**config.mk**
```make
export PLATFORM = sky130hd
export DESIGN_NAME = xbus_seq
export DESIGN_NICKNAME = d
export VERILOG_FILES = /design/src/rtl/xbus_pkg.sv /design/src/rtl/xbus_timing.sv /design/src/rtl/xbus_ctrl.sv /design/src/rtl/xbus_pins.sv /design/src/rtl/xbus_seq.sv
export SDC_FILE = /design/constraint.sdc
export NUM_CORES = 1
export LEC_CHECK = 0
export BUFFER_PORTS_ARGS = -buffer_cell sky130_fd_sc_hd__buf_2
export CAP_MARGIN = 0
export CORE_ASPECT_RATIO = 0.7
export CORE_MARGIN = 2
export CORE_UTILIZATION = 51
export DETAILED_ROUTE_END_ITERATION = 16
export HOLD_SLACK_MARGIN = 0.06
export PLACE_DENSITY = 0.83
export SYNTH_ARGS = -nofsm -noshare
export SYNTH_HDL_FRONTEND = slang
export SYNTH_SLANG_ARGS = --single-unit
```
**constraint.sdc**
```tcl
create_clock -name clk -period 3.5 [get_ports clk]
set_clock_uncertainty 0.15 [all_clocks]
set_input_delay 0.7 -clock clk [delete_from_list [all_inputs] [get_ports clk]]
set_output_delay 0.7 -clock clk [all_outputs]
set_load 0.005 [all_outputs]
```
**src/rtl/xbus_pkg.sv**
```systemverilog
package xbus_pkg;

  typedef enum logic {
    XB_READ  = 1'b0,
    XB_WRITE = 1'b1
  } xb_dir_e;

  // Clocks in a full cycle for a stretch code, given clocks per machine cycle.
  function automatic int unsigned xb_cycle_clks(input int unsigned code,
                                                input int unsigned mc_clks);
    return (code + 2) * mc_clks;
  endfunction

endpackage

```
**src/rtl/xbus_timing.sv**
```systemverilog
module xbus_timing #(
  parameter int STRETCH_W = 3,
  parameter int MC_CLKS   = 4,
  parameter int CNT_W     = 6
) (
  input  logic [STRETCH_W-1:0] stretch_i,
  output logic [CNT_W-1:0]     strobe_first_o,
  output logic [CNT_W-1:0]     strobe_stop_o,
  output logic [CNT_W-1:0]     cycle_last_o
);

  localparam logic [CNT_W-1:0] MC    = CNT_W'(MC_CLKS);
  localparam logic [CNT_W-1:0] HALF  = CNT_W'(MC_CLKS / 2);

  logic [CNT_W-1:0] code_ext;
  logic             stretched;

  always_comb begin
    code_ext       = CNT_W'(stretch_i);
    stretched      = |stretch_i;
    // Setup clock is added only for nonzero codes.
    strobe_first_o = MC + CNT_W'(stretched);
    // Strobe width is half a machine cycle plus one machine cycle per step.
    strobe_stop_o  = strobe_first_o + HALF + (MC * code_ext);
    cycle_last_o   = ((code_ext + CNT_W'(2)) * MC) - CNT_W'(1);
  end

endmodule

```
**src/rtl/xbus_ctrl.sv**
```systemverilog
module xbus_ctrl
  import xbus_pkg::*;
#(
  parameter int ADDR_W    = 16,
  parameter int DATA_W    = 8,
  parameter int STRETCH_W = 3,
  parameter int CNT_W     = 6
) (
  input  logic                 clk,
  input  logic                 rst_n,
  input  logic                 start_i,
  input  logic                 wr_sel_i,
  input  logic [ADDR_W-1:0]    addr_i,
  input  logic [DATA_W-1:0]    wdata_i,
  input  logic [STRETCH_W-1:0] stretch_i,
  input  logic [CNT_W-1:0]     cycle_last_i,
  output logic                 busy_o,
  output logic                 done_o,
  output logic [CNT_W-1:0]     cnt_o,
  output xb_dir_e              dir_o,
  output logic [ADDR_W-1:0]    addr_o,
  output logic [DATA_W-1:0]    wdata_o,
  output logic [STRETCH_W-1:0] stretch_o
);

  localparam logic [STRETCH_W-1:0] STRETCH_RST = STRETCH_W'(1);

  logic                 busy_q, busy_d;
  logic [CNT_W-1:0]     cnt_q, cnt_d;
  xb_dir_e              dir_q, dir_d;
  logic [ADDR_W-1:0]    addr_q, addr_d;
  logic [DATA_W-1:0]    wdata_q, wdata_d;
  logic [STRETCH_W-1:0] stretch_q, stretch_d;
  logic                 accept;
  logic                 at_last;
  logic                 req_en;

  assign accept  = start_i && !busy_q;
  assign at_last = busy_q && (cnt_q == cycle_last_i);
  assign req_en  = accept;

  always_comb begin
    busy_d    = busy_q;
    cnt_d     = cnt_q;
    dir_d     = dir_q;
    addr_d    = addr_q;
    wdata_d   = wdata_q;
    stretch_d = stretch_q;
    if (req_en) begin
      busy_d    = 1'b1;
      cnt_d     = '0;
      dir_d     = wr_sel_i ? XB_WRITE : XB_READ;
      addr_d    = addr_i;
      wdata_d   = wdata_i;
      stretch_d = stretch_i;
    end else if (busy_q) begin
      if (at_last) begin
        busy_d = 1'b0;
        cnt_d  = '0;
      end else begin
        cnt_d  = cnt_q + CNT_W'(1);
      end
    end
  end

  always_ff @(posedge clk or negedge rst_n) begin
    if (!rst_n) begin
      busy_q    <= 1'b0;
      cnt_q     <= '0;
      dir_q     <= XB_READ;
      addr_q    <= '0;
      wdata_q   <= '0;
      stretch_q <= STRETCH_RST;
    end else begin
      busy_q    <= busy_d;
      cnt_q     <= cnt_d;
      dir_q     <= dir_d;
      addr_q    <= addr_d;
      wdata_q   <= wdata_d;
      stretch_q <= stretch_d;
    end
  end

  assign busy_o    = busy_q;
  assign done_o    = at_last;
  assign cnt_o     = cnt_q;
  assign dir_o     = dir_q;
  assign addr_o    = addr_q;
  assign wdata_o   = wdata_q;
  assign stretch_o = stretch_q;

  // a request during a cycle leaves the sampled fields untouched
  a_r8_hold_fields: assert property (@(posedge clk) disable iff (!rst_n)
    (busy_q && start_i) |=> ($stable(stretch_q) && $stable(addr_q) &&
                             $stable(dir_q) && $stable(wdata_q)));

  // the done clock is the last busy clock
  a_r2_done_ends_busy: assert property (@(posedge clk) disable iff (!rst_n)
    done_o |=> !busy_o);

  // a cycle always starts at index zero
  a_r2_start_at_zero: assert property (@(posedge clk) disable iff (!rst_n)
    $rose(busy_q) |-> (cnt_q == '0));

endmodule

```
**src/rtl/xbus_pins.sv**
```systemverilog
module xbus_pins
  import xbus_pkg::*;
#(
  parameter int ADDR_W  = 16,
  parameter int DATA_W  = 8,
  parameter int MC_CLKS = 4,
  parameter int CNT_W   = 6
) (
  input  logic              clk,
  input  logic              rst_n,
  input  logic              busy_i,
  input  logic [CNT_W-1:0]  cnt_i,
  input  xb_dir_e           dir_i,
  input  logic [ADDR_W-1:0] addr_i,
  input  logic [DATA_W-1:0] wdata_i,
  input  logic [CNT_W-1:0]  strobe_first_i,
  input  logic [CNT_W-1:0]  strobe_stop_i,
  input  logic [DATA_W-1:0] ad_in_i,
  output logic [DATA_W-1:0] ad_out_o,
  output logic              ad_oe_o,
  output logic [ADDR_W-DATA_W-1:0] hi_addr_o,
  output logic              ale_o,
  output logic              rd_n_o,
  output logic              wr_n_o,
  output logic [DATA_W-1:0] rd_data_o
);

  localparam logic [CNT_W-1:0] ADDR_END = CNT_W'(MC_CLKS);
  localparam logic [CNT_W-1:0] ALE_END  = CNT_W'(MC_CLKS / 2);

  logic              addr_phase;
  logic              in_strobe;
  logic              wr_drive;
  logic              capture;
  logic [DATA_W-1:0] rd_data_q, rd_data_d;

  always_comb begin
    addr_phase = busy_i && (cnt_i < ADDR_END);
    in_strobe  = busy_i && (cnt_i >= strobe_first_i) && (cnt_i < strobe_stop_i);
    wr_drive   = busy_i && (dir_i == XB_WRITE) &&
                 (cnt_i >= ADDR_END) && (cnt_i <= strobe_stop_i);
    capture    = busy_i && (dir_i == XB_READ) &&
                 (cnt_i == (strobe_stop_i - CNT_W'(1)));
  end

  always_comb begin
    ale_o   = busy_i && (cnt_i < ALE_END);
    rd_n_o  = !(in_strobe && (dir_i == XB_READ));
    wr_n_o  = !(in_strobe && (dir_i == XB_WRITE));
    ad_oe_o = addr_phase || wr_drive;
    if (addr_phase)    ad_out_o = addr_i[DATA_W-1:0];
    else if (wr_drive) ad_out_o = wdata_i;
    else               ad_out_o = '0;
    hi_addr_o = addr_i[ADDR_W-1:DATA_W];
  end

  always_comb begin
    rd_data_d = rd_data_q;
    if (capture) rd_data_d = ad_in_i;
  end

  always_ff @(posedge clk or negedge rst_n) begin
    if (!rst_n) rd_data_q <= '0;
    else        rd_data_q <= rd_data_d;
  end

  assign rd_data_o = rd_data_q;

  // the two strobes are never low together
  a_r5_one_strobe: assert property (@(posedge clk) disable iff (!rst_n)
    !(!rd_n_o && !wr_n_o));

  // latch enable and strobes never overlap
  a_r3_ale_quiet: assert property (@(posedge clk) disable iff (!rst_n)
    ale_o |-> (rd_n_o && wr_n_o));

  // the shared pins are released while the read strobe is low
  a_r6_read_released: assert property (@(posedge clk) disable iff (!rst_n)
    !rd_n_o |-> !ad_oe_o);

  // the read byte is taken while the read strobe is low
  a_r7_capture_in_strobe: assert property (@(posedge clk) disable iff (!rst_n)
    capture |-> !rd_n_o);

endmodule

```
**src/rtl/xbus_seq.sv**
```systemverilog
module xbus_seq
  import xbus_pkg::*;
#(
  parameter int ADDR_W    = 16,
  parameter int DATA_W    = 8,
  parameter int STRETCH_W = 3,
  parameter int MC_CLKS   = 4
) (
  input  logic                     clk,
  input  logic                     rst_n,
  input  logic                     start,
  input  logic                     wr_sel,
  input  logic [ADDR_W-1:0]        addr,
  input  logic [DATA_W-1:0]        wdata,
  input  logic [STRETCH_W-1:0]     stretch,
  input  logic [DATA_W-1:0]        ad_in,
  output logic [DATA_W-1:0]        ad_out,
  output logic                     ad_oe,
  output logic [ADDR_W-DATA_W-1:0] hi_addr,
  output logic                     ale,
  output logic                     rd_n,
  output logic                     wr_n,
  output logic [DATA_W-1:0]        rd_data,
  output logic                     done,
  output logic                     busy
);

  localparam int MAX_CLKS = xb_cycle_clks((2 ** STRETCH_W) - 1, MC_CLKS);
  localparam int CNT_W    = $clog2(MAX_CLKS + 1);

  logic [CNT_W-1:0]     strobe_first;
  logic [CNT_W-1:0]     strobe_stop;
  logic [CNT_W-1:0]     cycle_last;
  logic [CNT_W-1:0]     cnt;
  xb_dir_e              dir;
  logic [ADDR_W-1:0]    addr_q;
  logic [DATA_W-1:0]    wdata_q;
  logic [STRETCH_W-1:0] stretch_q;

  xbus_timing #(
    .STRETCH_W (STRETCH_W),
    .MC_CLKS   (MC_CLKS),
    .CNT_W     (CNT_W)
  ) u_timing (
    .stretch_i      (stretch_q),
    .strobe_first_o (strobe_first),
    .strobe_stop_o  (strobe_stop),
    .cycle_last_o   (cycle_last)
  );

  xbus_ctrl #(
    .ADDR_W    (ADDR_W),
    .DATA_W    (DATA_W),
    .STRETCH_W (STRETCH_W),
    .CNT_W     (CNT_W)
  ) u_ctrl (
    .clk          (clk),
    .rst_n        (rst_n),
    .start_i      (start),
    .wr_sel_i     (wr_sel),
    .addr_i       (addr),
    .wdata_i      (wdata),
    .stretch_i    (stretch),
    .cycle_last_i (cycle_last),
    .busy_o       (busy),
    .done_o       (done),
    .cnt_o        (cnt),
    .dir_o        (dir),
    .addr_o       (addr_q),
    .wdata_o      (wdata_q),
    .stretch_o    (stretch_q)
  );

  xbus_pins #(
    .ADDR_W  (ADDR_W),
    .DATA_W  (DATA_W),
    .MC_CLKS (MC_CLKS),
    .CNT_W   (CNT_W)
  ) u_pins (
    .clk            (clk),
    .rst_n          (rst_n),
    .busy_i         (busy),
    .cnt_i          (cnt),
    .dir_i          (dir),
    .addr_i         (addr_q),
    .wdata_i        (wdata_q),
    .strobe_first_i (strobe_first),
    .strobe_stop_i  (strobe_stop),
    .ad_in_i        (ad_in),
    .ad_out_o       (ad_out),
    .ad_oe_o        (ad_oe),
    .hi_addr_o      (hi_addr),
    .ale_o          (ale),
    .rd_n_o         (rd_n),
    .wr_n_o         (wr_n),
    .rd_data_o      (rd_data)
  );

  // done is a single-clock pulse
  a_r2_done_single: assert property (@(posedge clk) disable iff (!rst_n)
    done |=> !done);

  // a stretched strobe is followed by exactly one hold clock before done
  a_r9_hold_clock: assert property (@(posedge clk) disable iff (!rst_n)
    (busy && (stretch_q != '0) && $rose(rd_n && wr_n) && !ale && !$rose(busy)) |-> done);

endmodule

```
# Yosys cells after proc, flatten, opt, wreduce, memory -nomap -nowiden
# Cells that the tools add are included.
classes:
  shifts: 0
  eq_ne: 2
  muxes: 9
  reduce_logical: 19
  magnitude_cmp: 6
  div: 0
  n_mul: 0
  n_bitwise: 1
  add_sub_neg: 7
op_table:
  columns: ["cell", "count"]
  rows:
  - ["two-way mux 6 bit", 3]
  - ["two-way mux 8 bit", 2]
  - ["logical AND 1 bit", 13]
  - ["== test 6 bit", 2]
  - ["subtractor 6 x 1 -> 6 bit (second input constant)", 2]
  - ["adder 6 x 1 -> 6 bit (second input constant)", 1]
  - ["adder 6 x 2 -> 6 bit (second input constant)", 1]
  - ["adder 6 x 5 -> 6 bit", 1]
  - ["greater-or-equal comparator 6 x 3 -> 1 bit (second input constant)", 1]
  - ["greater-or-equal comparator 6 x 4 -> 1 bit", 1]
  - ["<= comparator 6 bit", 1]
  - ["< comparator 6 x 2 -> 1 bit (second input constant)", 1]
  - ["< comparator 6 x 3 -> 1 bit (second input constant)", 1]
  - ["< comparator 6 bit", 1]
  - ["adder 3 x 1 -> 4 bit (first input constant)", 1]
  - ["adder 3 x 2 -> 4 bit (second input constant)", 1]
  - ["two-way mux 1 bit", 4]
  - ["logical NOT 1 bit", 3]
  - ["OR reduction 3 bit", 1]
  - ["nonzero test 2 bit", 1]
  - ["logical OR 1 bit", 1]
  - ["NOT 1 bit", 1]
word_totals:
  reg_bits: 43
  mem_count: 0
  elab_cells: 51
  latch_bits: 0
  in_bits: 39
  output_inout_bits: 30
  mem_bits_rw: 0
  romBits: 0

# Longest topological paths before layout
# Gate-level depths: netlist of run 1.
depth:
  depth_word: 8
  depth_mapped: 9
  mapped_depth_nobuf: 9

# By module
# From an unflattened synthesis of run 1, not the netlist that was laid out.
hier_totals:
  cells_unflattened: 231
  hier_area_um2: 2707.6
by_module_without_submodules:
  columns: ["module", "cells_each", "area_each_um2", "instances", "seq_area_each_um2"]
  rows:
  - ["xbus_ctrl", 102, 1515.2, 1, 877.1]
  - ["xbus_pins", 101, 979.7, 1, 200.2]
  - ["xbus_timing", 28, 212.7, 1, 0.0]

# Worst setup path after synthesis of run 1
# Ideal clock, no wire load.
synth_timing:
  path_type: "register to output"
  from: "register u_ctrl.stretch_q[0], in the netlist u_ctrl.stretch_o[0]"
  to: "output port ad_out[0]"
  t_arrival_ps: 2480
  slack_ps: 170
  stages_incl_launch_ff: 10
  path_buffers: 0
  cell_sequence: "dfstp_2 > inv_1 > ha_1 > inv_1 > ha_1 > and2_1 > a2111oi_0 > o31ai_1 > o21ai_1 > a22o_1"
synth_between:
  elab_chain_len: 8
synth_rtl:
  columns: ["element", "line", "source"]
  rows:
  - ["from (decl)", "xbus_ctrl.sv:33", "logic [STRETCH_W-1:0] stretch_q, stretch_d;"]
  - ["from (signal assigned)", "xbus_ctrl.sv:80", "stretch_q <= stretch_d;"]
  - ["OR reduction 3 bit", "xbus_timing.sv:20", "stretched = |stretch_i;"]
  - ["adder 3 x 1 -> 4 bit", "xbus_timing.sv:22", "strobe_first_o = MC + CNT_W'(stretched);"]
  - ["adder 6 x 2 -> 6 bit", "xbus_timing.sv:24", "strobe_stop_o = strobe_first_o + HALF + (MC * code_ext);"]
  - ["adder 6 x 5 -> 6 bit (*)", "xbus_timing.sv:24", null]
  - ["<= comparator 6 bit (*)", "xbus_pins.sv:41", "(cnt_i >= ADDR_END) && (cnt_i <= strobe_stop_i);"]
  - ["logical AND 1 bit (*)", "xbus_pins.sv:41", null]
  - ["two-way mux 8 bit (*)", "xbus_pins.sv:52", "else if (wr_drive) ad_out_o = wdata_i;"]
  - ["two-way mux 8 bit (*)", "xbus_pins.sv:51", "if (addr_phase) ad_out_o = addr_i[DATA_W-1:0];"]
  - ["to (decl)", "xbus_seq.sv:17", "output logic [DATA_W-1:0] ad_out,"]
# Every way passes the cells marked *; elsewhere a longest branch is shown, timed or not.

# Final worst setup path of run 1
layout_timing:
  from: "register u_ctrl.cnt_q[5], in the netlist u_ctrl.cnt_o[5]"
  to: "output port ad_oe"
layout_between:
  elab_chain_len: 4
layout_rtl:
  columns: ["element", "line", "source"]
  rows:
  - ["from (decl)", "xbus_ctrl.sv:29", "logic [CNT_W-1:0] cnt_q, cnt_d;"]
  - ["from (signal assigned)", "xbus_ctrl.sv:76", "cnt_q <= cnt_d;"]
  - ["greater-or-equal comparator 6 x 3 -> 1 bit", "xbus_pins.sv:41", null]
  - ["logical AND 1 bit", "xbus_pins.sv:40", "wr_drive = busy_i && (dir_i == XB_WRITE) &&"]
  - ["logical AND 1 bit", "xbus_pins.sv:41", null]
  - ["logical OR 1 bit (*)", "xbus_pins.sv:50", "ad_oe_o = addr_phase || wr_drive;"]
  - ["to (decl)", "xbus_seq.sv:18", "output logic ad_oe,"]
# Marks and branches as above.

==> impl_metrics.sql, run 1 <==
INSERT INTO impl_metrics (metric_group, metric, value, unit) VALUES
('timing', 'setup_total_negative_slack', '0', 'ns'),
('placed_design', 'detailed_place_hpwl', '3250', 'µm'),
('drt', 'ant_nets', '0', ''),
('drt', 'drt-vias-per-instance', '5.42', ''),
('logic_synthesis', 'synth_top_area_cell', 'sky130_fd_sc_hd__dfrtp_1', ''),
('placed_design', 'place_inst', '299', ''),
('worst_setup_path', 'critPathCaptureType', 'output port', ''),
('logic_synthesis', 'post_synth_inst_count', '185', ''),
('die', 'dieHeight', '59.6', 'µm'),
('logic_synthesis', 'synth.net_count', '235', ''),
('power', 'peak_vdd_ir', '0.484', 'mV'),
('worst_setup_path', 'critical_path.max_fanout', '9', ''),
('logic_synthesis', 'ys_ff_latch', '43', ''),
('logic_synthesis', 'dominantRegCellSynth', 'sky130_fd_sc_hd__dfrtp_1', ''),
('logic_synthesis', 'yosys.area_share.xor_xnor', '3.44', '%'),
('clock_tree', 'cts-buffers-inserted', '5', ''),
('logic_synthesis', 'syn_area', '2260', 'µm²'),
('logic_synthesis', 'synthSimpleGateAreaFrac', '11.0', '%'),
('finish', 'syn_to_final_growth', '24.9', '%'),
('placed_design', 'place_worst_setup_slack', '0.0718', 'ns'),
('finish', 'layoutNonFillerInstCount', '309', ''),
('drt', 'dr_total_vias', '1676', ''),
('power', 'power_density', '1000', 'nW/µm²'),
('finish', 'final_cell_area', '2820', 'µm²'),
('outcome', 'run_status', 'complete, no violations', ''),
('finish', 'post_route_cells_drive_above_1_share', '52.0', '%'),
('placed_design', 'port_buffers', '68', ''),
('clock_tree', 'cts_tree', 'built', ''),
('drt', 'routedWlPerCell', '15.3', 'µm'),
('worst_setup_path', 'timing.critical_path.arrival', '2.60', 'ns'),
('logic_synthesis', 'ys.warnings.count', '0', ''),
('timing', 'fin_hold_ws', '0.356', 'ns'),
('drt', 'detail_route.iter0.violations', '101', ''),
('global_routing', 'grt_start_max_net_pins', '44', ''),
('placed_design', 'dpl-instance-area', '2600', 'µm²'),
('clock_tree', 'clock_latency_at_the_later_pin_of_the_worst_skew_pair', '0.30', 'ns'),
('logic_synthesis', 'synth_async_sr_flop_share', '100', '%'),
('clock_tree', 'clock_sinks', '43', ''),
('die', 'initial_utilization', '52.4', '%'),
('timing', 'finalWorstPathRequiredPeriod', '3.45', 'ns'),
('min_path', 'timing.hold.worst.class', 'flip-flop to flip-flop', ''),
('logic_synthesis', 'synth-seq-area-share', '47.8', '%'),
('clock_tree', 'cts.htree.levels', '2', ''),
('logic_synthesis', 'yosysUniqueCellTypes', '37', ''),
('logic_synthesis', 'synthAdderAreaFrac', '6.10', '%'),
('clock_tree', 'worst_setup_hold_path_clk_slew', '0.08', 'ns'),
('drt', 'wirelength', '4710', 'µm'),
('global_routing', 'total_overflow_reported_by_the_global_router', '0', ''),
('global_routing', 'antenna_found_initial', '0', ''),
('clock_tree', 'cts_hold_repair.buffers', '0', ''),
('drt', 'first_pass_iters', '4', ''),
('timing', 'timing.final.crit_share', '98.7', '%'),
('die', 'num_rows', '20', ''),
('logic_synthesis', 'ys_top_cells_by_count', 'sky130_fd_sc_hd__dfrtp_1 (42), sky130_fd_sc_hd__mux2_2 (26), sky130_fd_sc_hd__ha_1 (11), sky130_fd_sc_hd__nand2_1 (11)', ''),
('die', 'coreArea', '4300', 'µm²'),
('logic_synthesis', 'most_frequently_used_cell_type_in_the_post_synthesis_netlist', 'sky130_fd_sc_hd__dfrtp_1', ''),
('drt', 'detail_route.drc_violations', '0', ''),
('global_routing', 'via_count_of_the_first_global_routing_pass', '1548', ''),
('finish', 'finish.utilization', '65.5', '%'),
('logic_synthesis', 'synth_top_family_by_area', 'multiplexers', ''),
('power', 'total_leakage_power', '1.38', 'nW'),
('logic_synthesis', 'area_share_of_the_largest_cell_type_after_synthesis', '46.6', '%'),
('die', 'top_level_ports', '69', ''),
('worst_setup_path', 'worst-setup-path-type', 'flip-flop to output port', ''),
('logic_synthesis', 'fraction_of_the_mapped_netlist_area_in_compound_gates', '7.54', '%'),
('clock_tree', 'cts-root-to-sink-buffers', '2', ''),
('timing', 'maxClockFrequency', '0.289', 'GHz'),
('timing', 'setup-violations-final', '0', ''),
('timing', 'least_margin_pin_slew', '0.907', 'ns'),
('clock_tree', 'root_buffer', 'sky130_fd_sc_hd__clkbuf_8', ''),
('worst_setup_path', 'reg2reg_depth', '8', '');
## what timing repair did
action,4_1_cts,5_1_grt
gates resized for setup,7,7
gates cloned,1,0
endpoints found under the setup margin,11,10
buffers inserted,1,0
pin swaps,5,2
## flip-flops by register name (all words and copies together) (netlist names)
register	flops
u_ctrl.addr_o	16
u_ctrl.wdata_o	8
u_pins.rd_data_o	8
u_ctrl.cnt_o	6
u_ctrl.stretch_o	3
u_ctrl.busy_o	1
u_ctrl.dir_o	1
## logic make-up after synthesis
| group | Yosys count |
|---|---|
| buffers and inverters | 21 |
| flip-flops | 43 |
| AO/OA/AOI/OAI | 23 |
| XOR/XNOR | 5 |
| multiplexers | 34 |
| AND/OR/NAND/NOR | 48 |
| adder cells (fa/ha/maj) | 11 |
## critical path: stages, from the launching register on
cell                      delay (ns)
sky130_fd_sc_hd__dfrtp_1        0.51
sky130_fd_sc_hd__or4_2          0.77
sky130_fd_sc_hd__and3_1         0.26
sky130_fd_sc_hd__nand3_1        0.12
sky130_fd_sc_hd__o21ai_2        0.08
sky130_fd_sc_hd__buf_4          0.16
sky130_fd_sc_hd__or2_2          0.27
sky130_fd_sc_hd__buf_2          0.13
## per-layer routing
layer  part of all wire, %  wire length [µm]  global-route usage, %
met1                    47              2220                   27.4
met2                    44              2070                   29.6
met3                   7.9               372                   6.13
met4                   1.1                53                   5.53
met5                     0                 0                      0
## report_power, final
group	internal, mW	switching [mW]
combinational	0.797	0.648
sequential	0.744	0.177
clock	0.285	0.170
## final timing paths
kind                                                 startpoint                               to
worst min-delay path              u_ctrl.addr_o[13]$_DFFE_PN0P_    u_ctrl.addr_o[13]$_DFFE_PN0P_
worst max-delay path                u_ctrl.cnt_o[5]$_DFFE_PN0P_                            ad_oe
min in group asynchronous                                 rst_n      u_ctrl.cnt_o[4]$_DFFE_PN0P_
worst max register to register  u_ctrl.stretch_o[0]$_DFFE_PN1P_  u_pins.rd_data_o[1]$_DFFE_PN0P_
max in group asynchronous                                 rst_n     u_ctrl.addr_o[7]$_DFFE_PN0P_
worst min register to register    u_ctrl.addr_o[13]$_DFFE_PN0P_    u_ctrl.addr_o[13]$_DFFE_PN0P_
## area by class of cell
cell class	count	area, µm²
Timing Repair Buffer	75	393
Clock inverter	2	60.1
Fill cell	357	1490
Multi-Input combinational cell	121	1120
Inverter	7	26.3
Clock buffer	6	72.6
Tap cell	55	68.8
Sequential cell	43	1080
## cells in the final DEF, fill, tap and decap left out, types with 2 or more instances in the layout
| master | count |
|---|---|
| sky130_fd_sc_hd__a22o_1 | 8 |
| sky130_fd_sc_hd__and3_1 | 2 |
| sky130_fd_sc_hd__buf_2 | 68 |
| sky130_fd_sc_hd__buf_4 | 7 |
| sky130_fd_sc_hd__bufinv_16 | 2 |
| sky130_fd_sc_hd__clkbuf_8 | 5 |
| sky130_fd_sc_hd__dfrtp_1 | 42 |
| sky130_fd_sc_hd__ha_1 | 9 |
| sky130_fd_sc_hd__ha_4 | 2 |
| sky130_fd_sc_hd__inv_1 | 5 |
| sky130_fd_sc_hd__inv_2 | 2 |
| sky130_fd_sc_hd__mux2_2 | 26 |
| sky130_fd_sc_hd__mux2_4 | 8 |
| sky130_fd_sc_hd__nand2_1 | 11 |
| sky130_fd_sc_hd__nand2b_1 | 4 |
| sky130_fd_sc_hd__nand3_1 | 3 |
| sky130_fd_sc_hd__nor2_1 | 8 |
| sky130_fd_sc_hd__nor3_1 | 8 |
| sky130_fd_sc_hd__nor4_1 | 2 |
| sky130_fd_sc_hd__o21ai_0 | 6 |
| sky130_fd_sc_hd__or4_1 | 2 |
| sky130_fd_sc_hd__xnor2_1 | 3 |
Power figures use the tool's default switching activity.
==> run 2, diff against run 1 <==
--- a/config.mk
+++ b/config.mk
@@ -9,10 +9,10 @@
 export CAP_MARGIN = 0
 export CORE_ASPECT_RATIO = 0.7
 export CORE_MARGIN = 2
-export CORE_UTILIZATION = 51
+export CORE_UTILIZATION = 55
 export DETAILED_ROUTE_END_ITERATION = 16
 export HOLD_SLACK_MARGIN = 0.06
-export PLACE_DENSITY = 0.83
+export PLACE_DENSITY = 0.89
 export SYNTH_ARGS = -nofsm -noshare
 export SYNTH_HDL_FRONTEND = slang
 export SYNTH_SLANG_ARGS = --single-unit
==> constraint.sdc (replaced) <==
create_clock -name clk -period 4.25 [get_ports clk]
set_clock_uncertainty 0.15 [all_clocks]
set_input_delay 0.85 -clock clk [delete_from_list [all_inputs] [get_ports clk]]
set_output_delay 0.85 -clock clk [all_outputs]
set_load 0.005 [all_outputs]
==> run 2 against run 1 <==
Against the previous run:
- clock-buffer cell count increased by 1
- core utilization is 3.0 points higher
- largest cell class is now flip-flops and latches
- setup slack gained 0.30 ns
- combinational power is 28% lower
- wire length fell by 3.9%
- final cell count fell by 2.3%
- power is 26% lower
- via count fell by 2.5%
- highest routed layer unchanged
==> impl_metrics.sql, run 2 (synthesis results as in run 1) <==
INSERT INTO impl_metrics (metric_group, metric, value, unit) VALUES
('outcome', 'run_status', 'complete, no violations', ''),
('power', 'peak_vdd_ir', '0.464', 'mV'),
('drt', 'detail_route.drc_violations', '0', ''),
('finish', 'design.final.nets', '299', ''),
('global_routing', 'total_overflow_reported_by_the_global_router', '0', ''),
('timing', 'finalWorstPathRequiredPeriod', '3.91', 'ns'),
('die', 'dieHeight', '57.6', 'µm'),
('timing', 'finalWorstSetupSlack', '0.341', 'ns'),
('timing', 'slew_violations', '0', ''),
('finish', 'mostFrequentLayoutCell', 'sky130_fd_sc_hd__buf_2', ''),
('clock_tree', 'cts.htree.levels', '2', ''),
('global_routing', 'groute.usage.overall', '21.3', '%'),
('placed_design', 'place_worst_setup_slack', '0.643', 'ns'),
('drt', 'drt-vias-per-instance', '5.41', ''),
('finish', 'final_cell_area', '2690', 'µm²'),
('die', 'die_area', '4640', 'µm²'),
('die', 'initial_utilization', '57.5', '%'),
('timing', 'timing_hold_violations_final', '0', ''),
('clock_tree', 'clock_latency_at_the_later_pin_of_the_worst_skew_pair', '0.29', 'ns'),
('die', 'coreArea', '3920', 'µm²'),
('min_path', 'worst_hold_path.num_cells', '1', ''),
('global_routing', 'via_count_of_the_first_global_routing_pass', '1614', ''),
('job', 'max-cap-violations', '0', ''),
('drt', 'ant_nets', '0', ''),
('placed_design', 'port_buffers', '68', ''),
('clock_tree', 'cts_post_setup_buffers_inserted', '0', ''),
('finish', 'post_route_cells_drive_above_1_share', '48.0', '%'),
('worst_setup_path', 'worstSetupStartpointType', 'flip-flop', ''),
('drt', 'detail_route.iter0.violations', '67', ''),
('worst_setup_path', 'worst-setup-path-type', 'flip-flop to output port', ''),
('global_routing', 'grt_first_pass_wirelength', '7560', 'µm'),
('finish', 'most_used_cells_in_the_layout_excluding_fill_and_tap_cells', 'sky130_fd_sc_hd__buf_2 (68), sky130_fd_sc_hd__dfrtp_1 (42), sky130_fd_sc_hd__mux2_2 (26)', ''),
('power', 'total_power', '2.10', 'mW'),
('placed_design', 'detailed_place_hpwl', '3300', 'µm'),
('timing', 'relative_max_transition_margin', '39.6', '%'),
('clock_tree', 'worst_setup_hold_path_clk_slew', '0.08', 'ns'),
('worst_setup_path', 'reg2reg_depth', '8', ''),
('clock_tree', 'cts-buffers-inserted', '5', ''),
('min_path', 'timing.hold.worst.class', 'flip-flop to flip-flop', ''),
('worst_setup_path', 'regToRegSetupSlack', '1.05', 'ns'),
('clock_tree', 'cts-root-to-sink-buffers', '2', ''),
('timing', 'timing.final.crit_share', '92.0', '%'),
('drt', 'first_pass_iters', '4', ''),
('finish', 'syn_to_final_growth', '19.1', '%'),
('worst_setup_path', 'critPathCaptureType', 'output port', ''),
('placed_design', 'gpl.final_weighted_congestion', '0.795', ''),
('timing', 'least_margin_pin_slew', '0.906', 'ns'),
('timing', 'maxClockFrequency', '0.256', 'GHz'),
('worst_setup_path', 'timing.rr.start', 'u_ctrl.stretch_o[0]$_DFFE_PN1P_', ''),
('finish', 'n_fill_cell', '308', ''),
('global_routing', 'grt_start_max_net_pins', '44', ''),
('timing', 'rsz_0062_raised_after_global_routing', 'false', ''),
('timing', 'setup-violations-final', '0', ''),
('min_path', 'worstHoldStart', 'u_pins.rd_data_o[1]$_DFFE_PN0P_', ''),
('die', 'top_level_ports', '69', ''),
('min_path', 'hold_end', 'u_pins.rd_data_o[1]$_DFFE_PN0P_', ''),
('timing', 'setup_total_negative_slack', '0', 'ns'),
('die', 'num_rows', '19', ''),
('clock_tree', 'root_buffer', 'sky130_fd_sc_hd__clkbuf_8', ''),
('drt', 'routedWlPerCell', '15.0', 'µm'),
('power', 'total_leakage_power', '1.34', 'nW'),
('worst_setup_path', 'rr_endpoint', 'u_pins.rd_data_o[3]$_DFFE_PN0P_', ''),
('timing', 'fin_hold_ws', '0.358', 'ns'),
('drt', 'wirelength', '4530', 'µm'),
('placed_design', 'dpl-instance-area', '2580', 'µm²'),
('finish', 'num_antenna_cells', '0', ''),
('drt', 'dr_total_vias', '1634', ''),
('die', 'die_width', '80.5', 'µm'),
('worst_setup_path', 'worstPathRequired', '3.25', 'ns'),
('clock_tree', 'cts_tree', 'built', ''),
('worst_setup_path', 'critical_path.max_fanout', '9', ''),
('finish', 'largest_reg_flops', '16', ''),
('power', 'power_density', '780', 'nW/µm²'),
('clock_tree', 'clock_sinks', '43', ''),
('worst_setup_path', 'timing.critical_path.arrival', '2.91', 'ns'),
('global_routing', 'antenna_found_initial', '0', '');
## run 2: metrics by stage
stage	instances	utilization (%)
after global routing	302	68.5
after floorplan	185	-
after global placement	294	65.8
after CTS	302	68.5
final	302	68.5
after detailed placement	294	65.8
## run 2: critical path: stages (launching register included)
cell                        delay (ns)
sky130_fd_sc_hd__dfstp_2          0.57
sky130_fd_sc_hd__inv_1            0.08
sky130_fd_sc_hd__ha_1             0.28
sky130_fd_sc_hd__inv_1            0.04
sky130_fd_sc_hd__ha_1             0.30
sky130_fd_sc_hd__and2_1           0.15
sky130_fd_sc_hd__a2111oi_1        0.48
sky130_fd_sc_hd__o31ai_1          0.13
sky130_fd_sc_hd__o21ai_1          0.14
sky130_fd_sc_hd__buf_4            0.18
sky130_fd_sc_hd__a22o_1           0.14
sky130_fd_sc_hd__buf_2            0.12
## run 2: repair_timing
| item | CTS | global route |
|---|---|---|
| setup endpoints to repair | 0 | 7 |
| resized for setup | 0 | 1 |
| hold buffers | 0 | 0 |
## run 2: layer usage
layer,wire [µm],up-vias,track usage [%]
li1,-,783,-
met2,2010,60,33.3
met1,2090,786,29.1
met3,404,5,7.59
met5,0,-,0
met4,25,0,4.36
## run 2: report_power, final
part / switching [mW] / internal (mW) / total, mW
clock: 0.138 / 0.148 / 0.286
sequential: 0.161 / 0.613 / 0.774
combinational: 0.452 / 0.584 / 1.04
## run 2: layout make-up
type                    count  area, µm²  area share, %
clock inverters             1       7.51          0.279
clock buffers               7       96.3           3.59
repair buffers             71        363           13.5
flip-flops and latches     43       1080           40.1
well taps                  52       65.1           2.42
multi-input cells         121       1050           39.1
inverters                   7       26.3          0.978
## run 2: worst max-delay path by stage
stage,slack [ns],from,endpoint,depth (start not counted)
CTS,0.29,u_ctrl.stretch_o[0]$_DFFE_PN1P_,ad_out[3],11
global route,0.08,u_ctrl.stretch_o[0]$_DFFE_PN1P_,ad_out[1],11
finish,0.34,u_ctrl.stretch_o[0]$_DFFE_PN1P_,ad_out[2],11
detailed placement,0.64,u_ctrl.stretch_o[0]$_DFFE_PN1P_,ad_out[1],11
floorplan,0.77,u_ctrl.stretch_o[0]$_DFFE_PN1P_,ad_out[0],9
global placement,0.74,u_ctrl.stretch_o[0]$_DFFE_PN1P_,ad_out[7],11
